File: src/rtl/thread_pick_pkg.sv
package thread_pick_pkg;

  // Strobes from the thread-state control to the selection datapath.
  typedef struct packed {
    logic advance;      // pipeline accepts an instruction this cycle
    logic anyEligible;  // at least one thread may be granted
  } pickCtl_t;

endpackage

File: src/rtl/thread_pick_ctrl.sv
module thread_pick_ctrl
  import thread_pick_pkg::*;
#(
  parameter int NUM_THREADS = 4,
  parameter int TID_W       = 2
) (
  input  logic                   clk,
  input  logic                   rst_n,
  input  logic [NUM_THREADS-1:0] threadEn,
  input  logic                   issueLongLat,
  input  logic [NUM_THREADS-1:0] missStrobe,
  input  logic [NUM_THREADS-1:0] trapStrobe,
  input  logic [NUM_THREADS-1:0] conflictStrobe,
  input  logic [NUM_THREADS-1:0] wakeStrobe,
  input  logic                   stall,
  input  logic [TID_W-1:0]       selTid,
  input  logic                   selValid,
  output logic [NUM_THREADS-1:0] eligible,
  output pickCtl_t               ctl
);

  logic [NUM_THREADS-1:0] readyQ;
  logic [NUM_THREADS-1:0] extKill;
  logic [NUM_THREADS-1:0] issueKill;
  logic [NUM_THREADS-1:0] killAll;
  logic [NUM_THREADS-1:0] readyD;

  assign extKill = missStrobe | trapStrobe | conflictStrobe;

  // The long-latency flag only counts when an instruction really issues.
  for (genvar i = 0; i < NUM_THREADS; i++) begin : g_issueKill
    assign issueKill[i] = issueLongLat && selValid && !stall &&
                          (selTid == TID_W'(i));
  end

  assign killAll  = extKill | issueKill;
  // Sleep beats wake on the same edge.
  assign readyD   = (readyQ | wakeStrobe) & ~killAll;
  // A thread being put to sleep at this edge is not granted at it.
  assign eligible = readyQ & threadEn & ~killAll;

  always_comb begin
    ctl.advance     = !stall;
    ctl.anyEligible = |eligible;
  end

  always_ff @(posedge clk or negedge rst_n) begin
    if (!rst_n) readyQ <= '1;
    else        readyQ <= readyD;
  end

  // an issued long-latency instruction leaves its thread asleep
  p_issue_sleep_r4: assert property (@(posedge clk) disable iff (!rst_n)
    (issueLongLat && selValid && !stall) |=> !readyQ[$past(selTid)]);

  // an external sleep strobe wins over any simultaneous wake
  p_sleep_wins_r7: assert property (@(posedge clk) disable iff (!rst_n)
    ((missStrobe | trapStrobe | conflictStrobe) != '0) |=>
      ((readyQ & $past(missStrobe | trapStrobe | conflictStrobe)) == '0));

endmodule

File: src/rtl/thread_pick_dp.sv
module thread_pick_dp
  import thread_pick_pkg::*;
#(
  parameter int NUM_THREADS = 4,
  parameter int TID_W       = 2
) (
  input  logic                   clk,
  input  logic                   rst_n,
  input  logic [NUM_THREADS-1:0] eligible,
  input  pickCtl_t               ctl,
  output logic [TID_W-1:0]       selTid,
  output logic                   selValid
);

  logic [TID_W-1:0] ptrQ;
  logic [TID_W-1:0] pickTid;
  logic [TID_W-1:0] nextPtr;

  // Rotating first-eligible search starting at ptrQ.
  always_comb begin
    logic found;
    int   idx;
    found   = 1'b0;
    pickTid = '0;
    for (int k = 0; k < NUM_THREADS; k++) begin
      idx = int'(ptrQ) + k;
      if (idx >= NUM_THREADS) idx = idx - NUM_THREADS;
      if (!found && eligible[idx]) begin
        found   = 1'b1;
        pickTid = TID_W'(idx);
      end
    end
  end

  assign nextPtr = (int'(pickTid) == NUM_THREADS - 1) ? '0 : pickTid + 1'b1;

  always_ff @(posedge clk or negedge rst_n) begin
    if (!rst_n) begin
      ptrQ     <= '0;
      selTid   <= '0;
      selValid <= 1'b0;
    end else if (ctl.advance) begin
      selValid <= ctl.anyEligible;
      if (ctl.anyEligible) begin
        selTid <= pickTid;
        ptrQ   <= nextPtr;
      end
    end
  end

  // stall freezes the selection and the rotation position
  p_stall_hold_r9: assert property (@(posedge clk) disable iff (!rst_n)
    !ctl.advance |=> ($stable(selTid) && $stable(selValid) && $stable(ptrQ)));

  // nothing eligible gives no valid selection
  p_idle_when_empty_r8: assert property (@(posedge clk) disable iff (!rst_n)
    (ctl.advance && (eligible == '0)) |=> !selValid);

  // a fresh grant always names a thread that was eligible
  p_grant_eligible_r3: assert property (@(posedge clk) disable iff (!rst_n)
    (ctl.advance && (eligible != '0)) |=>
      (selValid && (|($past(eligible) & (NUM_THREADS'(1) << selTid)))));

endmodule

File: src/rtl/thread_pick.sv
module thread_pick
  import thread_pick_pkg::*;
#(
  parameter int NUM_THREADS = 4,
  localparam int TID_W      = (NUM_THREADS > 1) ? $clog2(NUM_THREADS) : 1
) (
  input  logic                   clk,
  input  logic                   rst_n,
  input  logic [NUM_THREADS-1:0] threadEn,
  input  logic                   issueLongLat,
  input  logic [NUM_THREADS-1:0] missStrobe,
  input  logic [NUM_THREADS-1:0] trapStrobe,
  input  logic [NUM_THREADS-1:0] conflictStrobe,
  input  logic [NUM_THREADS-1:0] wakeStrobe,
  input  logic                   stall,
  output logic [TID_W-1:0]       selTid,
  output logic                   selValid
);

  logic [NUM_THREADS-1:0] eligible;
  pickCtl_t               ctl;

  thread_pick_ctrl #(.NUM_THREADS(NUM_THREADS), .TID_W(TID_W)) u_ctrl (
    .clk            (clk),
    .rst_n          (rst_n),
    .threadEn       (threadEn),
    .issueLongLat   (issueLongLat),
    .missStrobe     (missStrobe),
    .trapStrobe     (trapStrobe),
    .conflictStrobe (conflictStrobe),
    .wakeStrobe     (wakeStrobe),
    .stall          (stall),
    .selTid         (selTid),
    .selValid       (selValid),
    .eligible       (eligible),
    .ctl            (ctl)
  );

  thread_pick_dp #(.NUM_THREADS(NUM_THREADS), .TID_W(TID_W)) u_dp (
    .clk      (clk),
    .rst_n    (rst_n),
    .eligible (eligible),
    .ctl      (ctl),
    .selTid   (selTid),
    .selValid (selValid)
  );

endmodule

File: config.mk
export PLATFORM = sky130hd
export DESIGN_NAME = thread_pick
export DESIGN_NICKNAME = d
export VERILOG_FILES = /design/src/rtl/thread_pick_pkg.sv /design/src/rtl/thread_pick_ctrl.sv /design/src/rtl/thread_pick_dp.sv /design/src/rtl/thread_pick.sv
export SDC_FILE = /design/constraint.sdc
export NUM_CORES = 1
export LEC_CHECK = 0
export ABC_AREA = 1
export CAP_MARGIN = 20
export CORE_UTILIZATION = 40
export DETAILED_ROUTE_END_ITERATION = 8
export MAX_ROUTING_LAYER = met4
export PLACE_DENSITY = 0.76
export SLEW_MARGIN = 40
export SYNTH_ARGS = -nofsm -noshare
export SYNTH_HDL_FRONTEND = slang
export SYNTH_SLANG_ARGS = --single-unit
File: constraint.sdc
create_clock -name clk -period 1.5 [get_ports clk]
set_input_delay 0.225 -clock clk [delete_from_list [all_inputs] [get_ports clk]]
set_output_delay 0.225 -clock clk [all_outputs]
set_load 0.03 [all_outputs]
==> impl_metrics.toml, run 1 <==
[die]
die_x_um = 47.2
core_um2 = 1820
rows = 15
die_area_um2 = 2230
ios = 27
die_y_um = 47.2
start_util = 0.449

[layout]
synthToLayoutAreaGrowth_pct = 64.9
fin_cells = 198
regArea_um2 = 235
fin_area_um2 = 1350
fill_cells = 148
drive_gt1_frac = 0.382
multi_input_area_um2 = 564
nNetsFinal = 198
mostFrequentLayoutCells = "30 x nand2_1, 21 x clkdlybuf4s50_1, 21 x buf_4, 15 x inv_1, 12 x nand3_1"
layout_commonest_cell = "nand2_1"
antenna_cells = 0
fin_util = 0.740

[yosys]
yosysTopAreaCellShare = 0.153
syn_nets = 147
ys_types = 20
ys_seq_area_frac = 0.282
netlist_area_um2 = 817
synth_area_leaders = "dfrtp_1 15%, nand2_1 15%, dfstp_2 13%"
syn_avg_cell_area_um2 = 6.64
netlist_instances = 123
synth_edf_count = 0
synth_top_cell_by_area = "dfrtp_1"
ys_async_sr_fraction = 1.00
yosysWarnings = 0
synth_seq_cells = 9
ys.flop_type = "dfrtp_1"

[routing]
ant_nets = 0
vias = 1020
viasPerCell = 5.15
drc_errors = 0
routed_wl_um = 2630
avgRoutedWirePerCell_um = 13.3
drt_first_pass_iters = 4
drtIter0Drc = 33

[power]
p_leak_nw = 0.740
power.total_mw = 1.22
p_per_area_nw_per_um2 = 903
power_frac_seq = 0.277
p_int_mw = 0.692
netSwitchingFraction = 0.431
clkPwrFrac = 0.159
vdd_drop_max_uv = 682
power.switching_mw = 0.525
pwr-share-comb = 0.564

[clock_tree]
cts_buffer_depth = 2
path_clk_slew_ns = 0.06
cts_tree = "built"
clk-insertion-delay-late_ns = 0.26
clock-root-buffer = "clkbuf_4"
clock-sinks = 9
postCtsHoldBufs = 0
numCtsBuffers = 3
htreeDepth = 1

[grt]
grt_pass1_vias = 1002
busiest_layer = "met2"
grt_max_degree = 10
overflow = 0
grt_first_pass_wirelength_um = 3910
gr-usage-met2 = 0.428
grtUsageMet1 = 0.305
antenna_found_initial = 0
grtUsageMet3 = 0.0577
grt.total_usage = 0.267

[critical_path]
slowest_delay_ns = 0.38
end_kind = "register"
r2r-end = "u_dp.ptrQ[0]"
reg2reg_slack_ns = -0.32
worstRegToRegCells = 12
critPathBufInv = 0
crit_path_start_kind = "register"
worstPathRequired_ns = 1.66
cp_data_arrival_time_ns = 1.97
r2r-start = "u_dp.selValid"
crit_family = "simple AND/OR/NAND/NOR gates"
cp_cell_sequence = "nand2_2, nor2_4, nand2_4, nand4_1, nand3_1, nand2_2, nand2_2, nor2_4, nand3_2, nand2_2, nand2_2, o21a_1"
slowest_stage = "dfrtp_2"
worstPathMaxFanout = 5
crit_top_cell = "nand2_2"
crit_type = "reg -> reg"

[timing]
fin_worst_skew_ns = 0.00114
worst_hold_slack_ns = 0.265
rsz0062_at_grt = "yes"
setup_viol = 4
slew_viol_final = 0
hold_viol = 0
fmax_ghz = 0.551
fin_tns_setup_ns = -1.12
relSlewSlack = 0.711
fin_crit_ns = 1.82
worst_pin_slew_ns = 0.432
fin_crit_sh = 1.21
final.setup.worst_slack_ns = -0.315

[run]
drv_cap = 0

[placed_design]
hpwlAfterDp_um = 2000
place_area_um2 = 1240
post-place-cells = 191
dpl_worst_slack_ns = -0.582
io_buffers = 26
place_congestion = 0.950

[outcome]
violations = "negative setup slack"
status = "complete, but fails checks"

[worst_hold_path]
min_path_type = "in -> async"
-- worst reg2reg max path: stages (launching register included) --
cell and delay [ns]:
dfrtp_2 0.38, nand2_2 0.07, nor2_4 0.22, nand2_4 0.10, nand4_1 0.17, nand3_1 0.13
nand2_2 0.13, nand2_2 0.08, nor2_4 0.11, nand3_2 0.07, nand2_2 0.10, nand2_2 0.07
o21a_1 0.10
-- cells in the mapped netlist, types with 3 or more instances --
cell     count
dfstp_2      4
o211a_1      4
nand3_1     16
dfrtp_1      5
inv_2        3
inv_1       15
nand4_1      8
nor2_1      10
nand2_2     10
nand2_1     33
-- worst max-delay path by stage --
stage	start	endpoint	slack, ns	cells past startpoint
3_5_place_dp	missStrobe[3]	u_dp.ptrQ[0]	-0.58	14
2_1_floorplan	u_dp.selValid	u_dp.ptrQ[0]	-0.1	12
6_report	u_dp.selValid	u_dp.ptrQ[0]	-0.32	12
4_1_cts	u_dp.selValid	u_dp.ptrQ[1]	-0.25	14
3_3_place_gp	missStrobe[3]	u_dp.ptrQ[0]	-0.46	14
5_1_grt	u_dp.selValid	u_dp.ptrQ[1]	-0.40	13
-- per-layer routing --
layer | up-vias | routed length, µm
met1 | 469 | 1040
li1 | 495 | -
met4 | 0 | 68
met2 | 45 | 1330
met3 | 11 | 185
met5 | - | 0
-- kinds of logic (layout without fill, tap and decap cells) --
group,after synthesis,after routing,share of synthesized area
buffers and inverters,21,71,0.106
AOI/OAI and AO/OA,8,8,0.0796
and+or+nand+nor,84,84,0.513
DFF,9,9,0.282
xor gates and xnor gates,1,1,0.0199
-- area by class of cell --
| cell class | count | share of cell area |
|---|---|---|
| multi-input combinational | 93 | 0.419 |
| timing repair buffer | 47 | 0.308 |
| tap | 25 | 0.0232 |
| inverter | 20 | 0.0557 |
| sequential | 9 | 0.175 |
| clock buffer | 4 | 0.0195 |
-- power by group through the flow --
stage | clock network (mW) | logic, mW | registers [mW]
2_1_floorplan | 0 | 0.371 | 0.349
5_1_grt | 0.214 | 0.736 | 0.342
3_5_place_dp | 0 | 0.635 | 0.336
4_1_cts | 0.201 | 0.652 | 0.332
6_report | 0.194 | 0.687 | 0.337
3_3_place_gp | 0 | 0.617 | 0.335
-- registers in the layout, indices dropped and copies added (netlist names) --
signal / flops
u_dp.selTid: 2
u_ctrl.readyQ: 4
u_dp.selValid: 1
u_dp.ptrQ: 2
-- repair_timing --
action,4_1_cts,5_1_grt
gates resized for setup,12,11
buffers inserted,2,1
endpoints found under the setup margin,7,5
pin swaps,7,9
Power figures use the tool's default switching activity.
==> run 2: changes to the inputs <==
--- a/config.mk
+++ b/config.mk
@@ -8,6 +8,7 @@
 export ABC_AREA = 1
 export CAP_MARGIN = 20
 export CORE_UTILIZATION = 40
+export CTS_CLUSTER_DIAMETER = 50
 export DETAILED_ROUTE_END_ITERATION = 8
 export MAX_ROUTING_LAYER = met4
 export PLACE_DENSITY = 0.76
==> results of run 2 <==
Final layout, timing and power as in run 1 (identical DEF).
